**src/rtl/bctl_pkg.sv**
```systemverilog
package bctl_pkg;
  localparam int AW = 16;
  localparam int DW = 8;
  localparam int SW = 3;

  localparam int F_I   = 2;
  localparam int F_D   = 3;
  localparam int F_B   = 4;
  localparam int F_ONE = 5;

  localparam logic [DW-1:0] P_AT_RESET = 8'h24;
  localparam logic [DW-1:0] STACK_HI   = 8'h01;
  localparam logic [AW-1:0] VEC_NMI    = 16'hFFFA;
  localparam logic [AW-1:0] VEC_RST    = 16'hFFFC;
  localparam logic [AW-1:0] VEC_IRQ    = 16'hFFFE;

  localparam logic [SW-1:0] STEP_PUSH0 = 3'd2;
  localparam logic [SW-1:0] STEP_PUSH2 = 3'd4;
  localparam logic [SW-1:0] STEP_VLO   = 3'd5;
  localparam logic [SW-1:0] STEP_LAST  = 3'd6;

  typedef enum logic [1:0] {
    ST_START = 2'd0,
    ST_RUN   = 2'd1,
    ST_WAIT  = 2'd2,
    ST_STOP  = 2'd3
  } st_e;

  typedef enum logic [2:0] {
    SQ_IDLE  = 3'd0,
    SQ_RESET = 3'd1,
    SQ_NMI   = 3'd2,
    SQ_IRQ   = 3'd3,
    SQ_FETCH = 3'd4
  } sq_e;

  typedef struct packed {
    logic          req;
    logic [AW-1:0] addr;
    logic          we;
    logic [DW-1:0] wdata;
    logic          sync;
    logic          vpb;
  } bus_t;
endpackage

```
**src/rtl/bctl_rst_sync.sv**
```systemverilog
module bctl_rst_sync #(
  parameter int STAGES = 2
) (
  input  logic clk,
  input  logic arst_n,
  output logic srst_n
);
  logic [STAGES-1:0] sh_q;

  always_ff @(posedge clk or negedge arst_n) begin
    if (!arst_n) sh_q <= '0;
    else         sh_q <= {sh_q[STAGES-2:0], 1'b1};
  end

  assign srst_n = sh_q[STAGES-1];
endmodule

```
**src/rtl/bctl_nmi_latch.sv**
```systemverilog
module bctl_nmi_latch (
  input  logic clk,
  input  logic rst_n,
  input  logic nmi_i,
  input  logic clr_i,
  output logic pend_o
);
  logic prev_q, pend_q;
  logic pend_d;

  always_comb begin
    pend_d = (nmi_i && !prev_q) || (pend_q && !clr_i);
  end

  always_ff @(posedge clk or negedge rst_n) begin
    if (!rst_n) begin
      prev_q <= 1'b0;
      pend_q <= 1'b0;
    end else begin
      prev_q <= nmi_i;
      pend_q <= pend_d;
    end
  end

  assign pend_o = pend_q;
endmodule

```
**src/rtl/bctl_bus_map.sv**
```systemverilog
module bctl_bus_map
  import bctl_pkg::*;
(
  input  sq_e           kind_i,
  input  logic [SW-1:0] step_i,
  input  logic [DW-1:0] s_i,
  input  logic [AW-1:0] pc_i,
  input  logic [DW-1:0] p_i,
  output bus_t          bus_o
);
  logic [AW-1:0] vec;
  logic [DW-1:0] pushed_p;

  always_comb begin
    vec = VEC_RST;
    if (kind_i == SQ_NMI) vec = VEC_NMI;
    if (kind_i == SQ_IRQ) vec = VEC_IRQ;
    pushed_p = p_i;
    if (kind_i == SQ_NMI) pushed_p[F_B] = 1'b0;
  end

  always_comb begin
    bus_o       = '0;
    bus_o.vpb   = 1'b1;
    bus_o.addr  = pc_i;
    unique case (kind_i)
      SQ_FETCH: begin
        bus_o.req  = 1'b1;
        bus_o.sync = 1'b1;
      end
      SQ_RESET, SQ_NMI, SQ_IRQ: begin
        bus_o.req = 1'b1;
        if (step_i >= STEP_PUSH0 && step_i <= STEP_PUSH2) begin
          bus_o.addr = {STACK_HI, s_i};
          bus_o.we   = (kind_i != SQ_RESET);
          unique case (step_i)
            3'd2:    bus_o.wdata = pc_i[AW-1:DW];
            3'd3:    bus_o.wdata = pc_i[DW-1:0];
            default: bus_o.wdata = pushed_p;
          endcase
          if (kind_i == SQ_RESET) bus_o.wdata = '0;
        end else if (step_i == STEP_VLO) begin
          bus_o.addr = vec;
          bus_o.vpb  = 1'b0;
        end else if (step_i == STEP_LAST) begin
          bus_o.addr = vec + 16'd1;
          bus_o.vpb  = 1'b0;
        end
      end
      default: bus_o.req = 1'b0;
    endcase
  end
endmodule

```
**src/rtl/boundary_ctl.sv**
```systemverilog
module boundary_ctl
  import bctl_pkg::*;
(
  input  logic          clk,
  input  logic          rst_n,
  input  logic          irq_i,
  input  logic          nmi_i,
  input  logic          boundary_i,
  input  logic          wai_req_i,
  input  logic          stp_req_i,
  input  logic          p_load_i,
  input  logic [7:0]    p_new_i,
  input  logic [7:0]    rdata_i,
  output logic          bus_req_o,
  output logic [15:0]   addr_o,
  output logic          we_o,
  output logic [7:0]    wdata_o,
  output logic          sync_o,
  output logic          vpb_o,
  output logic [7:0]    opcode_o,
  output logic          fetch_valid_o,
  output logic [15:0]   pc_o,
  output logic [7:0]    s_o,
  output logic [7:0]    p_o,
  output logic [1:0]    dbg_state_o
);
  logic srst_n;
  st_e  state_q, state_d;
  sq_e  kind_q, kind_d;
  logic [SW-1:0] step_q, step_d;
  logic [DW-1:0] s_q, s_d, p_q, p_d, vlo_q, vlo_d, opc_q, opc_d;
  logic [AW-1:0] pc_q, pc_d;
  logic bound_q, bound_d, fv_q, fv_d;
  logic nmi_pend, nmi_clr;
  bus_t bus_q, bus_d;

  bctl_rst_sync #(.STAGES(2)) u_rs (.clk(clk), .arst_n(rst_n), .srst_n(srst_n));

  bctl_nmi_latch u_nmi (.clk(clk), .rst_n(srst_n), .nmi_i(nmi_i),
                        .clr_i(nmi_clr), .pend_o(nmi_pend));

  bctl_bus_map u_map (.kind_i(kind_d), .step_i(step_d), .s_i(s_d),
                      .pc_i(pc_d), .p_i(p_d), .bus_o(bus_d));

  always_comb begin
    state_d = state_q; kind_d = kind_q; step_d = step_q;
    s_d = s_q; p_d = p_q; pc_d = pc_q; vlo_d = vlo_q; opc_d = opc_q;
    bound_d = bound_q; fv_d = 1'b0; nmi_clr = 1'b0;
    unique case (kind_q)
      SQ_FETCH: begin
        opc_d  = rdata_i;
        fv_d   = 1'b1;
        pc_d   = pc_q + 16'd1;
        kind_d = SQ_IDLE;
      end
      SQ_RESET, SQ_NMI, SQ_IRQ: begin
        if (step_q >= STEP_PUSH0 && step_q <= STEP_PUSH2) s_d = s_q - 8'd1;
        if (step_q == STEP_PUSH2) begin
          p_d[F_D] = 1'b0;
          p_d[F_I] = 1'b1;
        end
        if (step_q == STEP_VLO) vlo_d = rdata_i;
        if (step_q == STEP_LAST) begin
          pc_d    = {rdata_i, vlo_q};
          kind_d  = SQ_IDLE;
          step_d  = '0;
          state_d = ST_RUN;
          bound_d = 1'b1;
        end else begin
          step_d = step_q + 3'd1;
        end
      end
      default: begin
        unique case (state_q)
          ST_START: begin
            kind_d = SQ_RESET;
            step_d = '0;
          end
          ST_RUN: begin
            if (p_load_i) begin
              p_d        = p_new_i;
              p_d[F_ONE] = 1'b1;
            end
            if (bound_q || boundary_i) begin
              bound_d = 1'b0;
              step_d  = '0;
              if (nmi_pend) begin
                kind_d  = SQ_NMI;
                nmi_clr = 1'b1;
              end else if (irq_i && !p_q[F_I]) begin
                kind_d = SQ_IRQ;
              end else begin
                kind_d = SQ_FETCH;
              end
            end else if (stp_req_i) begin
              state_d = ST_STOP;
            end else if (wai_req_i) begin
              state_d = ST_WAIT;
            end
          end
          ST_WAIT: begin
            if (irq_i || nmi_pend) begin
              state_d = ST_RUN;
              bound_d = 1'b1;
            end
          end
          default: state_d = ST_STOP;
        endcase
      end
    endcase
  end

  always_ff @(posedge clk or negedge srst_n) begin
    if (!srst_n) begin
      state_q <= ST_START;
      kind_q  <= SQ_IDLE;
      step_q  <= '0;
      s_q     <= '0;
      p_q     <= P_AT_RESET;
      pc_q    <= '0;
      vlo_q   <= '0;
      opc_q   <= '0;
      bound_q <= 1'b0;
      fv_q    <= 1'b0;
      bus_q   <= '{req: 1'b0, addr: '0, we: 1'b0, wdata: '0, sync: 1'b0, vpb: 1'b1};
    end else begin
      state_q <= state_d;
      kind_q  <= kind_d;
      step_q  <= step_d;
      s_q     <= s_d;
      p_q     <= p_d;
      pc_q    <= pc_d;
      vlo_q   <= vlo_d;
      opc_q   <= opc_d;
      bound_q <= bound_d;
      fv_q    <= fv_d;
      bus_q   <= bus_d;
    end
  end

  assign bus_req_o     = bus_q.req;
  assign addr_o        = bus_q.addr;
  assign we_o          = bus_q.we;
  assign wdata_o       = bus_q.wdata;
  assign sync_o        = bus_q.sync;
  assign vpb_o         = bus_q.vpb;
  assign opcode_o      = opc_q;
  assign fetch_valid_o = fv_q;
  assign pc_o          = pc_q;
  assign s_o           = s_q;
  assign p_o           = p_q;
  assign dbg_state_o   = state_q;
endmodule

```
**config.mk**
```make
export PLATFORM = sky130hd
export DESIGN_NAME = boundary_ctl
export DESIGN_NICKNAME = d
export VERILOG_FILES = /design/src/rtl/bctl_pkg.sv /design/src/rtl/bctl_rst_sync.sv /design/src/rtl/bctl_nmi_latch.sv /design/src/rtl/bctl_bus_map.sv /design/src/rtl/boundary_ctl.sv
export SDC_FILE = /design/constraint.sdc
export NUM_CORES = 1
export LEC_CHECK = 0
export ABC_AREA = 1
export BUFFER_PORTS_ARGS = -buffer_cell sky130_fd_sc_hd__buf_2
export CORE_MARGIN = 2
export CORE_UTILIZATION = 47
export DETAILED_ROUTE_END_ITERATION = 10
export MAX_ROUTING_LAYER = met4
export PLACE_DENSITY = 0.79
export SLEW_MARGIN = 10
export SYNTH_ARGS = -nofsm -noshare
export SYNTH_HDL_FRONTEND = slang
export SYNTH_HIERARCHICAL = 1
export SYNTH_SLANG_ARGS = --single-unit
```
**constraint.sdc**
```tcl
create_clock -name clk -period 2.7 [get_ports clk]
set_clock_uncertainty 0.05 [all_clocks]
set_input_delay 0.54 -clock clk [delete_from_list [all_inputs] [get_ports clk]]
set_output_delay 0.54 -clock clk [all_outputs]
set_load 0.1 [all_outputs]
```
### Yosys cells after proc, flatten, opt, wreduce, memory -nomap -nowiden

Index checks and enable logic that the tools add are counted.
Widths: inputs -> output; s select.

| operators by class | value |
|---|---|
| add/subtract/negate cells | 4 |
| mux-type cells | 53 |
| reductions and logical operators | 20 |
| div/mod/pow operators | 0 |
| shift-type cells | 0 |
| magnitude comparators | 4 |
| bitwise logic cells | 1 |
| $mul | 0 |
| equality and inequality tests | 24 |

Operator list:

| cell | number |
|---|---|
| $mux 16 | 4 |
| $mux 8 | 5 |
| $pmux 16 s2 | 1 |
| $mux 25 | 1 |
| $mux 3 | 8 |
| $pmux 3 s2 | 4 |
| $eq 3x3->1 const B | 7 |
| $eq 3x2->1 const B | 6 |
| $add 16x1->16 const B | 1 |
| $pmux 8 s2 | 1 |
| $mux 1 | 15 |
| $mux 2 | 7 |
| $mux 9 | 1 |
| $ne 3x3->1 const B | 3 |
| $pmux 2 s2 | 2 |
| $reduce_or 4->1 | 2 |
| $sub 8x1->8 const B | 1 |
| $eq 3x1->1 const B | 2 |
| $ge 3x2->1 const B | 2 |
| $le 3x3->1 const B | 2 |
| $pmux 2 s3 | 1 |
| $reduce_and 6->1 | 1 |
| $reduce_or 3->1 | 2 |
| $add 4x2->5 const B | 1 |
| 16 further kinds | 26 |

| storage, ports and cells | value |
|---|---|
| RAM bits | 0 |
| memory bits (read-only) | 0 |
| bits in latches | 0 |
| memories | 0 |
| bits in registers | 90 |

### Logic depth before layout (Yosys ltp)

| depth | value |
|---|---|
| depth after elaboration | 15 |
| gate-level depth with buffers | 18 |
| gate-level depth less buffers | 17 |

### Modules after synthesis

The synthesis kept the hierarchy.

Modules (own cells, without submodules):

| module | sequential area each (um2) | times used | area each (um2) | cells an instance |
|---|---|---|---|---|
| boundary_ctl | 2,155.8 | 1 | 3,762.4 | 418 |
| bctl_bus_map | 0.0 | 1 | 641.9 | 139 |
| bctl_nmi_latch | 50.0 | 1 | 68.8 | 7 |
| bctl_rst_sync | 50.0 | 1 | 53.8 | 3 |

### Least setup slack after synthesis

OpenSTA, ideal clock, no wires.

| timing | value |
|---|---|
| path kind | register -> register |
| from | reg state_q[1] (netlist: dbg_state_o[1]) |
| to | reg bus_q (netlist bit addr_o[5]) |
| arrival time | 3.020 ns |
| slack | -0.483 ns |
| clock period less this slack | 3.183 ns |
| stages on the path, launching flop included | 19 |
| path buffers | 2 |
| required time | 2.537 ns |
| path through | dfrtp_1 inv_1 ha_1 buf_2 inv_1 nand2_1 inv_1 a21oi_1 nor2_1 nor2_1 o21ai_0 inv_2 nand2_4 nand2_4 nor2_2 buf_6 nand2_1 nand2_1 inv_1 |

RTL lines:

| element | line | RTL |
|---|---|---|
| start: declaration | boundary_ctl.sv:28 | `st_e state_q, state_d;` |
| start signal: assignment | boundary_ctl.sv:127 | `state_q <= state_d;` |
| end signal: assignment | boundary_ctl.sv:125 | `bus_q <= '{req: 1'b0, addr: '0, we: 1'b0, wdata: '0, sync: 1'b0, vpb: 1'b1};` |
| end signal: assignment | boundary_ctl.sv:137 | `bus_q <= bus_d;` |
| end: declaration | boundary_ctl.sv:35 | `bus_t bus_q, bus_d;` |

==> summary.md <==
| Metric | Value |
|---|---|
| Setup Buffers After CTS | 0 |
| Worst Max-Slew Pin Slew | 617 ps |
| Gp weighted congestion | 0.859 |
| Drt drc | 0 |
| Register area share after synthesis | 0.498 |
| Clock sinks | 90 |
| Final Max Slew Viols | 0 |
| Flops & latches, synth | 90 |
| Vias | 4,097 |
| Worst skew pair latency | 380 ps |
| Critical path buffers and inverters | 3 |
| Most frequent cell after synthesis | nand2_1 |
| DRT iter0 DRCs | 161 |
| # diodes | 0 |
| H-tree depth | 3 |
| Core Area | 0.00928 mm2 |
| PortBufs | 93 |
| Setup TNS | 0 ps |
| FF-to-FF path depth | 14 |
| Largest area contributor in the netlist | dfrtp_1 |
| Post-Synthesis Cells | 567 |
| CP max-delay cell | dfrtp_2 |
| Vias in the first global route | 3,908 |
| GR Overflow Total | 0 |
| Total wire length | 11,400 um |
| CP max stage delay | 440 ps |
| Post-synth cell types | 35 |
| RSZ-0062 raised after global routing | no |
| DR WL/cell | 14.3 um |
| Post-synth EDFFs | 0 |
| R2r setup slk | 190 ps |
| Synth Flop Type | dfrtp_1 |
| First-pass GRT wire length | 18,600 um |
| Clock slew at reported path FFs | 90 ps |
| R2r endpoint | addr_o[4] |
| Critical path's top delay family | simple AND/OR/NAND/NOR gates |
| Root buf cell | clkbuf_8 |
| Initial DRT Pass Iterations | 5 |
| Clock Path Buffers | 2 |
| CTS tree | built |
| FP Rows | 35 |
| Die ar. | 0.0104 mm2 |
| CP required | 2960 ps |
| Yosys top cell area share | 0.481 |
| Worst path arrival time | 2770 ps |
| Hold wc startpoint | nmi_i |
| Total CTS buffers | 9 |
| Post-route minimum period | 2510 ps |
| Avg Inst Size Synth | 7.98 um2 |
| Gr usage total | 0.238 |
| Largest net degree at the start of global routing | 47 |
| # nets final | 697 |
| CP Cell Sequence | ha_1, inv_1, nand2_1, inv_1, a21oi_1, nor2_1, nor2_1, o22ai_1, nor2_1, nor2_4, nand3_2, nand3_1, nand2_1, inv_1 |
| Crit. End Element | flip-flop |
| R2R Path Start | dbg_state_o[0] |
| Crit Path Class | flip-flop to flip-flop |
| Hold Path Class | input pin to flip-flop |
| Setup crit start kind | flip-flop |
| CP max FO | 12 |
| Initial antenna violation count | 0 |
| Relative slew margins | 0.584 |
| P&R area growth vs syn | 19.2% |
| Worst Hold Depth | 1 |
| Antenna Nets Post-Route | 0 |
| WHS Endpoint | u_nmi/prev_q |
| Layout cells sized above 1 | 0.239 |
| Critical Path Stages | 14 |
| Post-synth ARST share | 1.00 |
| Final hold vios | 0 |
| Die X | 102 um |
| Top cells by area, synth | dfrtp_1 48%, nand2_1 13%, inv_1 7.5% |
| Die H | 102 um |
| Initial Util | 0.488 |
| Achievable Freq | 399 MHz |
| # IOs | 95 |
| Yosys warns | 6 |
| Vias per cell | 5.11 |
| Max cap viols | 0 |
| DP HPWL | 8670 um |
| Outcome | finished, final reports clean |
| Mapped cell area | 0.00453 mm2 |
| Tcrit/Tclk final | 0.929 |
| Post-synth top cells | 162 x nand2_1, 91 x inv_1, 87 x dfrtp_1 |
| Syn Nets | 596 |
| Final setup violation count | 0 |
## state kept, by name, indices dropped and copies added, names as in the netlist, 2 cells and up
| name | count |
|---|---|
| opcode_o | 8 |
| addr_o | 16 |
| pc_o | 16 |
| kind_q | 3 |
| vlo_q | 8 |
| step_q | 3 |
| s_o | 8 |
| dbg_state_o | 2 |
| p_o | 8 |
| u_rs/sh_q | 2 |
| wdata_o | 8 |
## per-layer routing
metal  share of wire  vias to the layer above  global-route usage  wire length [um]
met3           0.068                       25              0.0287               782
met4           0.029                        0               0.105               331
li1                -                     1984                   -                 -
met1            0.43                     1908               0.309              4900
met2            0.47                      180               0.379              5420
met5               0                        -                   -                 0
## what timing repair did
item                                   CTS  global route
gates resized for setup                  0             4
hold buffers                             1             0
setup endpoints to repair                0            20
endpoints found under the hold margin    2             0
## worst max-delay path by stage
stage | end | from | slack (ps)
CTS | addr_o[4] | dbg_state_o[0] | 170
global placement | addr_o[4] | dbg_state_o[0] | 240
finish | addr_o[4] | dbg_state_o[0] | 190
detailed placement | wdata_o[2] | dbg_state_o[0] | 180
global route | addr_o[3] | dbg_state_o[0] | 10
floorplan | addr_o[5] | dbg_state_o[1] | 6
## per-stage QoR
step / instances / hold WS (ps) / utilization / setup slack (ps) / instance area (um2)
after global placement: 785 / 275 / 0.556 / 241 / 5160
after detailed placement: 785 / 276 / 0.556 / 179 / 5160
after global routing: 802 / 234 / 0.581 / 12.7 / 5400
after CTS: 802 / 228 / 0.580 / 173 / 5380
after floorplan: 567 / 194 / - / 6.45 / 4530
final: 802 / 239 / 0.581 / 192 / 5400
## area by class of cell
class | count | area (um2)
clock inverter | 7 | 90.1
clock buffer | 9 | 124
sequential | 90 | 2260
timing repair buffer | 100 | 546
multi-input combinational | 368 | 1840
inverter | 99 | 374
tap | 129 | 161
fill | 863 | 3890
## cell usage in the layout, fill, tap and decap left out, drive strengths merged
master / synthesis / layout
nand4: 7 / 7
clkbuf: 1 / 9
ha: 5 / 5
buf: 9 / 99
xnor2: 1 / 1
xor2: 2 / 2
nand2: 172 / 172
bufinv: 0 / 1
o211ai: 7 / 7
a21oi: 9 / 9
o21bai: 2 / 2
o22ai: 5 / 5
a22oi: 2 / 2
or2: 1 / 1
nor2: 45 / 45
dfrtp: 87 / 87
nand3: 53 / 53
nor3: 6 / 6
conb: 1 / 1
dfstp: 3 / 3
clkinv: 1 / 3
o21ai: 50 / 50
inv: 98 / 102
dlygate4sd3: 0 / 1
## cell families (layout without fill, tap and decap cells)
group	after synthesis	in the layout	share of synthesized area
flops	90	90	0.498
xor+xnor	3	3	0.00581
fa+ha+maj	5	5	0.0138
other cells	1	1	0.000828
buf+inv	109	215	0.0987
compound gates	75	75	0.0929
simple gates	284	284	0.290
Power is not shown: default switching activity piles up to over one toggle a cycle in this logic, so the estimate is an artifact.
